===== src/rtl/rxq_pkg.sv =====
package rxq_pkg;
  localparam int DATA_W = 8;

  typedef struct packed {
    logic [DATA_W-1:0] data;
    logic              parErr;
    logic              frmErr;
    logic              brkTag;
  } rxq_entry_t;

  typedef struct packed {
    logic       push;
    logic       pop;
    rxq_entry_t wrEntry;
  } rxq_ctl_t;

  function automatic logic entryFlagged(input rxq_entry_t e);
    return e.parErr | e.frmErr | e.brkTag;
  endfunction
endpackage


===== src/rtl/rxq_store.sv =====
module rxq_store
  import rxq_pkg::*;
#(
  parameter int DEPTH = 64,
  localparam int PTR_W = (DEPTH > 1) ? $clog2(DEPTH) : 1,
  localparam int CNT_W = $clog2(DEPTH + 1)
) (
  input  logic             clk,
  input  logic             rstN,
  input  rxq_ctl_t         ctl,
  output rxq_entry_t       headEntry,
  output logic [CNT_W-1:0] fillLevel,
  output logic             full,
  output logic             empty
);
  rxq_entry_t       mem [DEPTH];
  logic [PTR_W-1:0] wrPtr;
  logic [PTR_W-1:0] rdPtr;
  logic [CNT_W-1:0] count;

  function automatic logic [PTR_W-1:0] nextPtr(input logic [PTR_W-1:0] p);
    return (p == PTR_W'(DEPTH - 1)) ? '0 : p + PTR_W'(1);
  endfunction

  always_ff @(posedge clk) begin
    if (ctl.push) mem[wrPtr] <= ctl.wrEntry;
  end

  always_ff @(posedge clk) begin
    if (!rstN) begin
      wrPtr <= '0;
      rdPtr <= '0;
      count <= '0;
    end else begin
      if (ctl.push) wrPtr <= nextPtr(wrPtr);
      if (ctl.pop)  rdPtr <= nextPtr(rdPtr);
      case ({ctl.push, ctl.pop})
        2'b10:   count <= count + CNT_W'(1);
        2'b01:   count <= count - CNT_W'(1);
        default: count <= count;
      endcase
    end
  end

  assign headEntry = mem[rdPtr];
  assign fillLevel = count;
  assign full      = (count == CNT_W'(DEPTH));
  assign empty     = (count == '0);
endmodule


===== src/rtl/rxq_ctrl.sv =====
module rxq_ctrl
  import rxq_pkg::*;
#(
  parameter int DEPTH       = 64,
  parameter int FRAME_TICKS = 10,
  localparam int CNT_W = $clog2(DEPTH + 1),
  localparam int LOW_W = $clog2(FRAME_TICKS + 1)
) (
  input  logic              clk,
  input  logic              rstN,
  input  logic              chrValid,
  input  logic [DATA_W-1:0] chrData,
  input  logic              chrParErr,
  input  logic              chrFrmErr,
  input  logic              serIn,
  input  logic              bitTick,
  input  logic              popReq,
  input  logic              ovrClr,
  input  logic              full,
  input  logic              empty,
  input  rxq_entry_t        headEntry,
  output rxq_ctl_t          ctl,
  output logic              fifoErr,
  output logic              breakLive,
  output logic              overrun
);
  logic [LOW_W-1:0] lowCnt;
  logic [CNT_W-1:0] errCnt;
  logic             brkFire;
  logic             wantPush;
  logic             addErr;
  logic             subErr;

  // break detector: counts ticks of a continuous low run, saturating at one frame
  assign brkFire = bitTick && !serIn && (lowCnt == LOW_W'(FRAME_TICKS - 1));

  always_ff @(posedge clk) begin
    if (!rstN) begin
      lowCnt    <= '0;
      breakLive <= 1'b0;
    end else if (serIn) begin
      lowCnt    <= '0;
      breakLive <= 1'b0;
    end else begin
      if (bitTick && lowCnt != LOW_W'(FRAME_TICKS)) lowCnt <= lowCnt + LOW_W'(1);
      if (brkFire) breakLive <= 1'b1;
    end
  end

  // write selection: a break entry wins over a concurrent character
  assign wantPush = brkFire || chrValid;

  always_comb begin
    ctl = '0;
    if (brkFire) begin
      ctl.wrEntry.data   = '0;
      ctl.wrEntry.brkTag = 1'b1;
    end else begin
      ctl.wrEntry.data   = chrData;
      ctl.wrEntry.parErr = chrParErr;
      ctl.wrEntry.frmErr = chrFrmErr;
    end
    ctl.push = wantPush && !full;
    ctl.pop  = popReq && !empty;
  end

  // count of flagged entries in the store
  assign addErr = ctl.push && entryFlagged(ctl.wrEntry);
  assign subErr = ctl.pop && entryFlagged(headEntry);

  always_ff @(posedge clk) begin
    if (!rstN) begin
      errCnt <= '0;
    end else begin
      case ({addErr, subErr})
        2'b10:   errCnt <= errCnt + CNT_W'(1);
        2'b01:   errCnt <= errCnt - CNT_W'(1);
        default: errCnt <= errCnt;
      endcase
    end
  end

  assign fifoErr = (errCnt != '0);

  always_ff @(posedge clk) begin
    if (!rstN)                 overrun <= 1'b0;
    else if (wantPush && full) overrun <= 1'b1;
    else if (ovrClr)           overrun <= 1'b0;
  end
endmodule


===== src/rtl/rxq_top.sv =====
module rxq_top
  import rxq_pkg::*;
#(
  parameter int DEPTH       = 64,
  parameter int FRAME_TICKS = 10,
  localparam int CNT_W = $clog2(DEPTH + 1)
) (
  input  logic             clk,
  input  logic             rstN,
  input  logic             chrValid,
  input  logic [7:0]       chrData,
  input  logic             chrParErr,
  input  logic             chrFrmErr,
  input  logic             serIn,
  input  logic             bitTick,
  input  logic             popReq,
  input  logic             ovrClr,
  output logic [7:0]       headData,
  output logic             headParErr,
  output logic             headFrmErr,
  output logic             headBrk,
  output logic [CNT_W-1:0] fillLevel,
  output logic             empty,
  output logic             full,
  output logic             fifoErr,
  output logic             breakLive,
  output logic             overrun
);
  rxq_ctl_t   ctl;
  rxq_entry_t headEntry;

  rxq_ctrl #(.DEPTH(DEPTH), .FRAME_TICKS(FRAME_TICKS)) ctrl_i (
    .clk(clk), .rstN(rstN), .chrValid(chrValid), .chrData(chrData),
    .chrParErr(chrParErr), .chrFrmErr(chrFrmErr), .serIn(serIn),
    .bitTick(bitTick), .popReq(popReq), .ovrClr(ovrClr), .full(full),
    .empty(empty), .headEntry(headEntry), .ctl(ctl), .fifoErr(fifoErr),
    .breakLive(breakLive), .overrun(overrun)
  );

  rxq_store #(.DEPTH(DEPTH)) store_i (
    .clk(clk), .rstN(rstN), .ctl(ctl), .headEntry(headEntry),
    .fillLevel(fillLevel), .full(full), .empty(empty)
  );

  assign headData   = headEntry.data;
  assign headParErr = headEntry.parErr;
  assign headFrmErr = headEntry.frmErr;
  assign headBrk    = headEntry.brkTag;
endmodule


===== config.mk =====
export PLATFORM = sky130hd
export DESIGN_NAME = rxq_top
export DESIGN_NICKNAME = d
export VERILOG_FILES = /design/src/rtl/rxq_pkg.sv /design/src/rtl/rxq_store.sv /design/src/rtl/rxq_ctrl.sv /design/src/rtl/rxq_top.sv
export SDC_FILE = /design/constraint.sdc
export NUM_CORES = 1
export LEC_CHECK = 0
export ABC_AREA = 1
export BUFFER_PORTS_ARGS = -buffer_cell sky130_fd_sc_hd__buf_2
export CORE_MARGIN = 2
export CORE_UTILIZATION = 35
export DETAILED_ROUTE_END_ITERATION = 10
export PLACE_DENSITY = 0.48
export REMOVE_ABC_BUFFERS = 1
export SYNTH_ARGS = -nofsm -noshare
export SYNTH_HDL_FRONTEND = slang
export SYNTH_SLANG_ARGS = --single-unit

===== constraint.sdc =====
create_clock -name clk -period 4.4 [get_ports clk]
set_input_delay 1.1 -clock clk [delete_from_list [all_inputs] [get_ports clk]]
set_output_delay 1.1 -clock clk [all_outputs]
set_load 0.01 [all_outputs]

# Yosys cells after proc, flatten, opt, wreduce, memory -nomap -nowiden

Memory sizes are Yosys's and may differ from the RTL's. A register that Yosys moved wholly into a read port is not among the register bits.
Index checks and enable logic that the tools add are counted.

Add/subtract/negate cells: 7
Eq/ne operators: 9
Muxes and demuxes: 13
Bitwise operators: 5
Reduce and logical (&&, ||, !) cells: 18

Operators by type and width:

| operator              | number |
|---|---|
| $pmux W7 S2           | 2 |
| $mux W6               | 4 |
| $add A7 B1 Y7 const B | 2 |
| $sub A7 B1 Y7 const B | 2 |
| $add A6 B1 Y6 const B | 2 |
| $eq A6 B6 Y1 const B  | 2 |
| $logic_and A1 B1 Y1   | 8 |
| $mux W8               | 1 |
| $eq A7 B7 Y1 const B  | 1 |
| $logic_not A7 Y1      | 1 |
| $reduce_bool A7 Y1    | 1 |
| $reduce_bool A2 Y1    | 3 |
| $mux W1               | 5 |
| $add A4 B1 Y4 const B | 1 |
| $eq A2 B1 Y1 const B  | 2 |
| $eq A2 B2 Y1 const B  | 2 |
| $eq A4 B4 Y1 const B  | 1 |
| $ne A4 B4 Y1 const B  | 1 |
| $or A1 B1 Y1          | 4 |
| $logic_not A1 Y1      | 3 |
| $mux W2               | 1 |
| $reduce_or A2 Y1      | 1 |
| $logic_or A1 B1 Y1    | 1 |
| $not A1 Y1            | 1 |

Register bits after elaboration: 32
Bits in writable memories: 704
Input port bits: 17
Output and inout bits: 23
Word-level logic and storage cells: 60
Memories kept: 1

Memory list:

| name        | depth | bits a word | read ports | clocked after memory_dff | wr ports | line            | text |
|---|---|---|---|---|---|---|---|
| store_i.mem | 64    | 11          | 1          | 1                        | 1        | rxq_store.sv:16 | `rxq_entry_t mem [DEPTH];` |

# Logic depth before layout (Yosys ltp)

Gate-level depths: netlist (run 1).

Depth after elaboration: 9
Gate-level depth with buffers: 24
Gate-level depth less buffers: 21

# Hierarchy

From an unflattened synthesis (run 1), not the netlist that was laid out.

Cell total of the unflattened synthesis: 2766
Area total of the unflattened synthesis: 30794.5 µm²

By module, submodules not included:

| module    | times used | cells each | area each (µm²) | sequential area each (µm²) |
|---|---|---|---|---|
| rxq_store | 1          | 2615       | 29832.4         | 21640.8 |
| rxq_ctrl  | 1          | 151        | 962.2           | 260.2 |

# Worst setup path after synthesis (run 1)

OpenSTA, ideal clock, no wires.

Kind: input -> register
Start: input port serIn
End: memory store_i.mem[0][1] (netlist bit) (data pin)
Library setup time: 499 ps
Data arrival time: 3740 ps
Required time: 3901 ps
Setup slack: 161 ps
Stages: 5
Buffers on the path: 1
Path through: inv_1 > nand4_4 > inv_1 > buf_1 > nor2_1

RTL lines:

| element     | line            | text |
|---|---|---|
| from (decl) | rxq_top.sv:14   | `input logic serIn,` |
| to (decl)   | rxq_store.sv:16 |  |

==> flow_summary.ini, run 1 <==
[yosys]
synth_common_cells = 704 x edfxtp_1, 391 x nor2_1, 377 x nand2_1
syn-cell-area_mm2 = 0.0303
ys_ff_latch = 742
avgSynthCellArea_um2 = 12.1
synth_most_common_cell = edfxtp_1
ys_types = 40
syn_inst = 2514
yosysTopAreaCell = edfxtp_1
synthArstFlopShare_pct = 0
seq_area_frac_synth_pct = 72.2
synthDominantCellAreaShare_pct = 69.7
synth_top_flop_cell = edfxtp_1
ys_warn_count = 0
yosys-top-cells-area = edfxtp_1 70%, nor2_1 4.8%, nand2_1 4.7%
synth_edf_count = 704

[route]
route.met2.wl_um = 40000
dr_wl_met3_um = 5610
wire_per_inst_um = 22.9
antenna_left = 0
wl_met1_um = 39800
drt_wl_total_um = 88000
drt_iter0_markers = 2042
drt-pass1-iter-count = 6
num_vias = 20100
drc = 0
top_layer_used = met4
viasPerCell = 5.24

[grt]
overflow = 0
antenna_found_initial = 1
grt_usage_pct = 19.4
grt_pass1_vias = 19700
grt_pass1_wl_um = 129000
grt_start_max_net_pins = 97

[die]
num_rows = 107
die_y_um = 298
fp.coreArea_mm2 = 0.0855
ios = 40
start_util_pct = 35.5
die_w_um = 298
dieArea_mm2 = 0.0891

[power_and_ir_drop]
power_mw = 19.3
seqPwrFrac_pct = 41.1
combPwrFrac_pct = 24.3
ir_drop_mv = 0.280
p_switching_mw = 6.06
clockPowerShare_pct = 34.6
power.leakage_nw = 12.2
switching_share_pct = 31.4
internal-power_mw = 13.2
p_per_area_mw_per_mm2 = 547

[clock_tree]
clkTransAtPathRegs_ps = 60
cts_buffer_depth = 3
clock_latency_ps = 620
htree_num_levels = 3
clock-sinks = 742
root_buffer = clkbuf_16
cts_hold_buf = 0
cts_tree = built
cts_made_buffers = 80

[setup_path]
start_kind = flop
cp.arrival_ps = 3260
worstPathRequired_ps = 3300
r2r_cells = 22
endpoint_kind = output port
path_max_fanout = 66
crit_type = reg2out

[timing]
setup_tns_ps = 0
hold_violations = 0
fin_crit_sh_pct = 99.0
setup_viol = 0
final.min_clock_period_ps = 4360
rsz0062_at_grt = no
slew_headroom_pct = 30.8
worst_pin_slew_ps = 1040
final.setup_skew_ps = 16.4
maxSlewViolCount = 0
final.setup.worst_slack_ps = 44.6
fmax_mhz = 230

[cells_and_area]
fill_cells = 8029
syn2layout_area_growth_pct = 16.2
drive_above_1_share_pct = 12.6
final_cells = 3837
fin_nets = 2663

[placement]
dp.cells = 3685
port_buffers = 39
dp_hpwl_um = 52000
place_congestion = 0.818
place_ws_ps = 237

[hold_path]
hp-class = reg2reg
min_path_cells = 2

[job]
max-cap-violations = 0

[status]
status = finished clean
==> registers in the layout, summed over array words and instances, names as in the netlist, named ones only <==
register and flops:
ctrl_i.breakLive 1, ctrl_i.errCnt 7, ctrl_i.lowCnt 4, ctrl_i.overrun 1, store_i.fillLevel 7, store_i.mem 704
store_i.rdPtr 6, store_i.wrPtr 6
==> final cells by class <==
type                    instances  area, um^2  share of cell area (%)
multi-input cells            1551        7410                    21.0
inverters                      67         277                   0.784
flip-flops and latches        742       21900                    62.2
well taps                    1144        1430                    4.06
clock inverters                43         390                    1.11
diodes                          2        5.00                  0.0142
clock buffers                 103        2200                    6.25
repair buffers                185        1630                    4.63
==> what timing repair did <==
action,in CTS,in global routing
endpoints found under the setup margin,8,9
gates cloned,1,2
setup buffers,0,2
gates resized for setup,10,15
==> kinds of logic (layout without fill, tap and decap cells) <==
| logic type | count (synthesis) | in the layout | share of synthesized area, % |
|---|---|---|---|
| adders and majority gates | 19 | 19 | 0.833 |
| xor gates and xnor gates | 13 | 13 | 0.375 |
| DFF | 742 | 742 | 72.2 |
| AOI/OAI and AO/OA | 535 | 535 | 9.44 |
| and+or+nand+nor | 984 | 984 | 13.4 |
| buffers and inverters | 221 | 398 | 3.79 |
| other | 0 | 2 | 0 |
==> layout by cell type (no fill, tap or decap), types with 18 or more instances in the layout <==
cell type and n:
edfxtp_1 704, a21oi_1 50, buf_4 119, o22ai_1 128, nand3_1 192, nor2_1 381, clkbuf_16 86, o21ai_0 282
inv_1 57, dfxtp_1 34, clkinv_1 24, buf_12 18, nand2_1 375, buf_2 39, o21ai_1 61
==> power by group through the flow <==
| stage | logic (mW) | registers (mW) | clock network (mW) |
|---|---|---|---|
| detailed placement | 4.54 | 8.07 | 0 |
| floorplan | 2.49 | 8.32 | 0 |
| CTS | 4.61 | 7.93 | 6.80 |
| global route | 5.15 | 7.94 | 7.09 |
| global placement | 4.50 | 8.07 | 0 |
| finish | 4.68 | 7.93 | 6.68 |
==> through the flow <==
stage / hold WS, ps / util, % / cell area [um^2]
after floorplan: 443 / - / 29400
after global placement: 453 / 38.0 / 32500
after detailed placement: 459 / 38.0 / 32500
after CTS: 478 / 41.1 / 35100
after global routing: 498 / 41.2 / 35300
final: 475 / 41.2 / 35300
==> final timing paths <==
check        slack (ps)          endpoint            from
max                  40       headData[7]            flop
min                 470    ctrl_i.overrun  ctrl_i.overrun
min reg2reg         470    ctrl_i.overrun  ctrl_i.overrun
max reg2reg         350  ctrl_i.errCnt[6]            flop
==> layer usage <==
metal  track usage (%)  vias up
met1              27.4    10000
met4              6.75        0
met2              30.5      684
met3              2.94      127
li1                  -     9276
met5                 0        -
==> worst max-delay path, stage by stage (launching register included) <==
cell	delay, ps
dfxtp_4	470
inv_16	140
buf_4	250
buf_4	170
o21ai_0	160
o22ai_1	110
nand2_1	70
nand2_1	120
a21oi_1	380
o21ai_1	130
nand3_1	220
nand2_2	170
buf_2	190
Power figures use the tool's default switching activity.
==> run 2: changes to the inputs <==
Settings changed: ABC_AREA 1 to default, PLACE_DENSITY 0.48 to default, PLACE_DENSITY_LB_ADDON from default to 0.3.
==> flow_summary.ini, run 2 <==
[yosys]
synth_common_cells = 704 x edfxtp_1, 210 x mux4_2, 86 x nor2_1
seq_area_frac_synth_pct = 75.1
syn_inst = 1381
ys_warn_count = 0
syn-cell-area_mm2 = 0.0292
synth_most_common_cell = edfxtp_1
yosys-top-cells-area = edfxtp_1 72%, mux4_2 16%, dfxtp_1 2.6%
synthDominantCellAreaShare_pct = 72.5
synth_edf_count = 704
synthArstFlopShare_pct = 0
yosysTopAreaCell = edfxtp_1
synth_top_flop_cell = edfxtp_1
ys_types = 48
avgSynthCellArea_um2 = 21.1
ys_ff_latch = 742

[status]
violations = negative setup slack
status = finished, violations left

[grt]
grt_pass1_vias = 14900
antenna_found_initial = 6
grt_start_max_net_pins = 65
grt_usage_pct = 15.9
overflow = 0
grt_pass1_wl_um = 98600

[timing]
slew_headroom_pct = 21.4
worst_pin_slew_ps = 1180
fin_crit_sh_pct = 101
setup_viol = 4
setup_tns_ps = -38.8
fmax_mhz = 226
final.setup.worst_slack_ps = -26.0
final.setup_skew_ps = 20.0
final.min_clock_period_ps = 4430
rsz0062_at_grt = yes
hold_violations = 0
maxSlewViolCount = 0

[setup_path]
path_max_fanout = 9
rrSetupSlack_ps = 140
endpoint_kind = output port
worstPathRequired_ps = 3300
start_kind = flop
cp.arrival_ps = 3330
crit_type = reg2out

[route]
wl_met1_um = 29400
drt_iter0_markers = 1245
dr_wl_met3_um = 4200
wire_per_inst_um = 24.5
num_vias = 14300
drt_wl_total_um = 67100
viasPerCell = 5.21
antenna_left = 0
drt-pass1-iter-count = 5
route.met2.wl_um = 32100
drc = 0
top_layer_used = met5

[cells_and_area]
drive_above_1_share_pct = 33.2
regMostFlops = store_i.mem
largest_register_ffs = 704
final_common_cell = edfxtp_1
syn2layout_area_growth_pct = 18.4
fill_cells = 7198
final_cell_mix = 704 x edfxtp_1, 210 x mux4_2, 145 x buf_4, 86 x nor2_1, 82 x clkbuf_16
fin_nets = 1642

[job]
max-cap-violations = 0

[die]
ios = 40
start_util_pct = 35.5
dieArea_mm2 = 0.0857
die_w_um = 293
fp.coreArea_mm2 = 0.0822
num_rows = 105
die_y_um = 293

[clock_tree]
cts_tree = built
root_buffer = clkbuf_16
cts_hold_buf = 0
clock_latency_ps = 620
cts_made_buffers = 76
cts_buffer_depth = 3
clock-sinks = 742
htree_num_levels = 3
clkTransAtPathRegs_ps = 60

[placement]
port_buffers = 39
place_congestion = 0.828
dp_hpwl_um = 42900

[power_and_ir_drop]
p_per_area_mw_per_mm2 = 533
power_mw = 18.4
power.leakage_nw = 10.9
ir_drop_mv = 0.338

[hold_path]
hp-class = reg2reg
==> run 2: report_power, final <==
part	switching (mW)	internal [mW]	total (mW)	leakage (nW)
registers	0.110	7.84	7.95	6.63
clock network	2.57	3.61	6.18	1.16
logic	1.98	2.28	4.27	3.08
==> run 2: final timing paths <==
path	from	endpoint	cells after the start
max	flop	headData[5]	7
min	ctrl_i.breakLive	ctrl_i.breakLive	2
max reg2reg	flop	ctrl_i.errCnt[6]	19
min reg2reg	ctrl_i.breakLive	ctrl_i.breakLive	2
==> run 2: repair_timing <==
item                                    in CTS  in global routing
gates resized for setup                     42                 16
buffers inserted                            17                  7
gates cloned                                 2                  1
endpoints found under the setup margin       9                 10
pin swaps                                    1                  2
==> run 2: cells by family after synthesis <==
kind of cell	synth area share (%)
DFF	75.1
muxes	17.1
and+or+nand+nor	3.37
buffers and inverters	1.53
AOI/OAI and AO/OA	1.47
xor gates and xnor gates	0.601
adders and majority gates	0.866
==> run 2: per-stage QoR <==
| step | area (um^2) | cells | util, % | setup WS (ps) | hold slack (ps) |
|---|---|---|---|---|---|
| after CTS | 34400 | 2728 | 41.8 | -66.6 | 479 |
| after floorplan | 28800 | 1310 | - | -6450 | 462 |
| after global routing | 34500 | 2736 | 42.0 | -105 | 525 |
| after global placement | 31600 | 2571 | 38.4 | -168 | 455 |
| after detailed placement | 31600 | 2571 | 38.4 | -132 | 459 |
| final | 34500 | 2737 | 42.0 | -26.0 | 473 |
==> run 2: critical path, cell delays in order, from the launching register on <==
cell	delay, ps
dfxtp_4	420
buf_12	170
buf_16	150
buf_16	140
mux4_2	490
mux4_2	620
mux4_2	560
buf_6	150
==> run 2: final cells by class <==
class                      instances  area, um^2  share of cell area (%)
sequential                       742       21900                    63.4
multi-input combinational        546        6860                    19.8
clock buffer                     108        2140                    6.19
timing repair buffer             218        1970                    5.69
tap                             1070        1340                    3.88
clock inverter                    30         240                   0.696
inverter                          22        82.6                   0.239
antenna                            1        2.50                 0.00725
==> run 2: per-layer routing <==
layer / vias up / GRT usage, %
li1: 6134 / -
met1: 7626 / 22.0
met2: 392 / 25.4
met3: 95 / 3.53
met4: 6 / 4.08
met5: - / 0
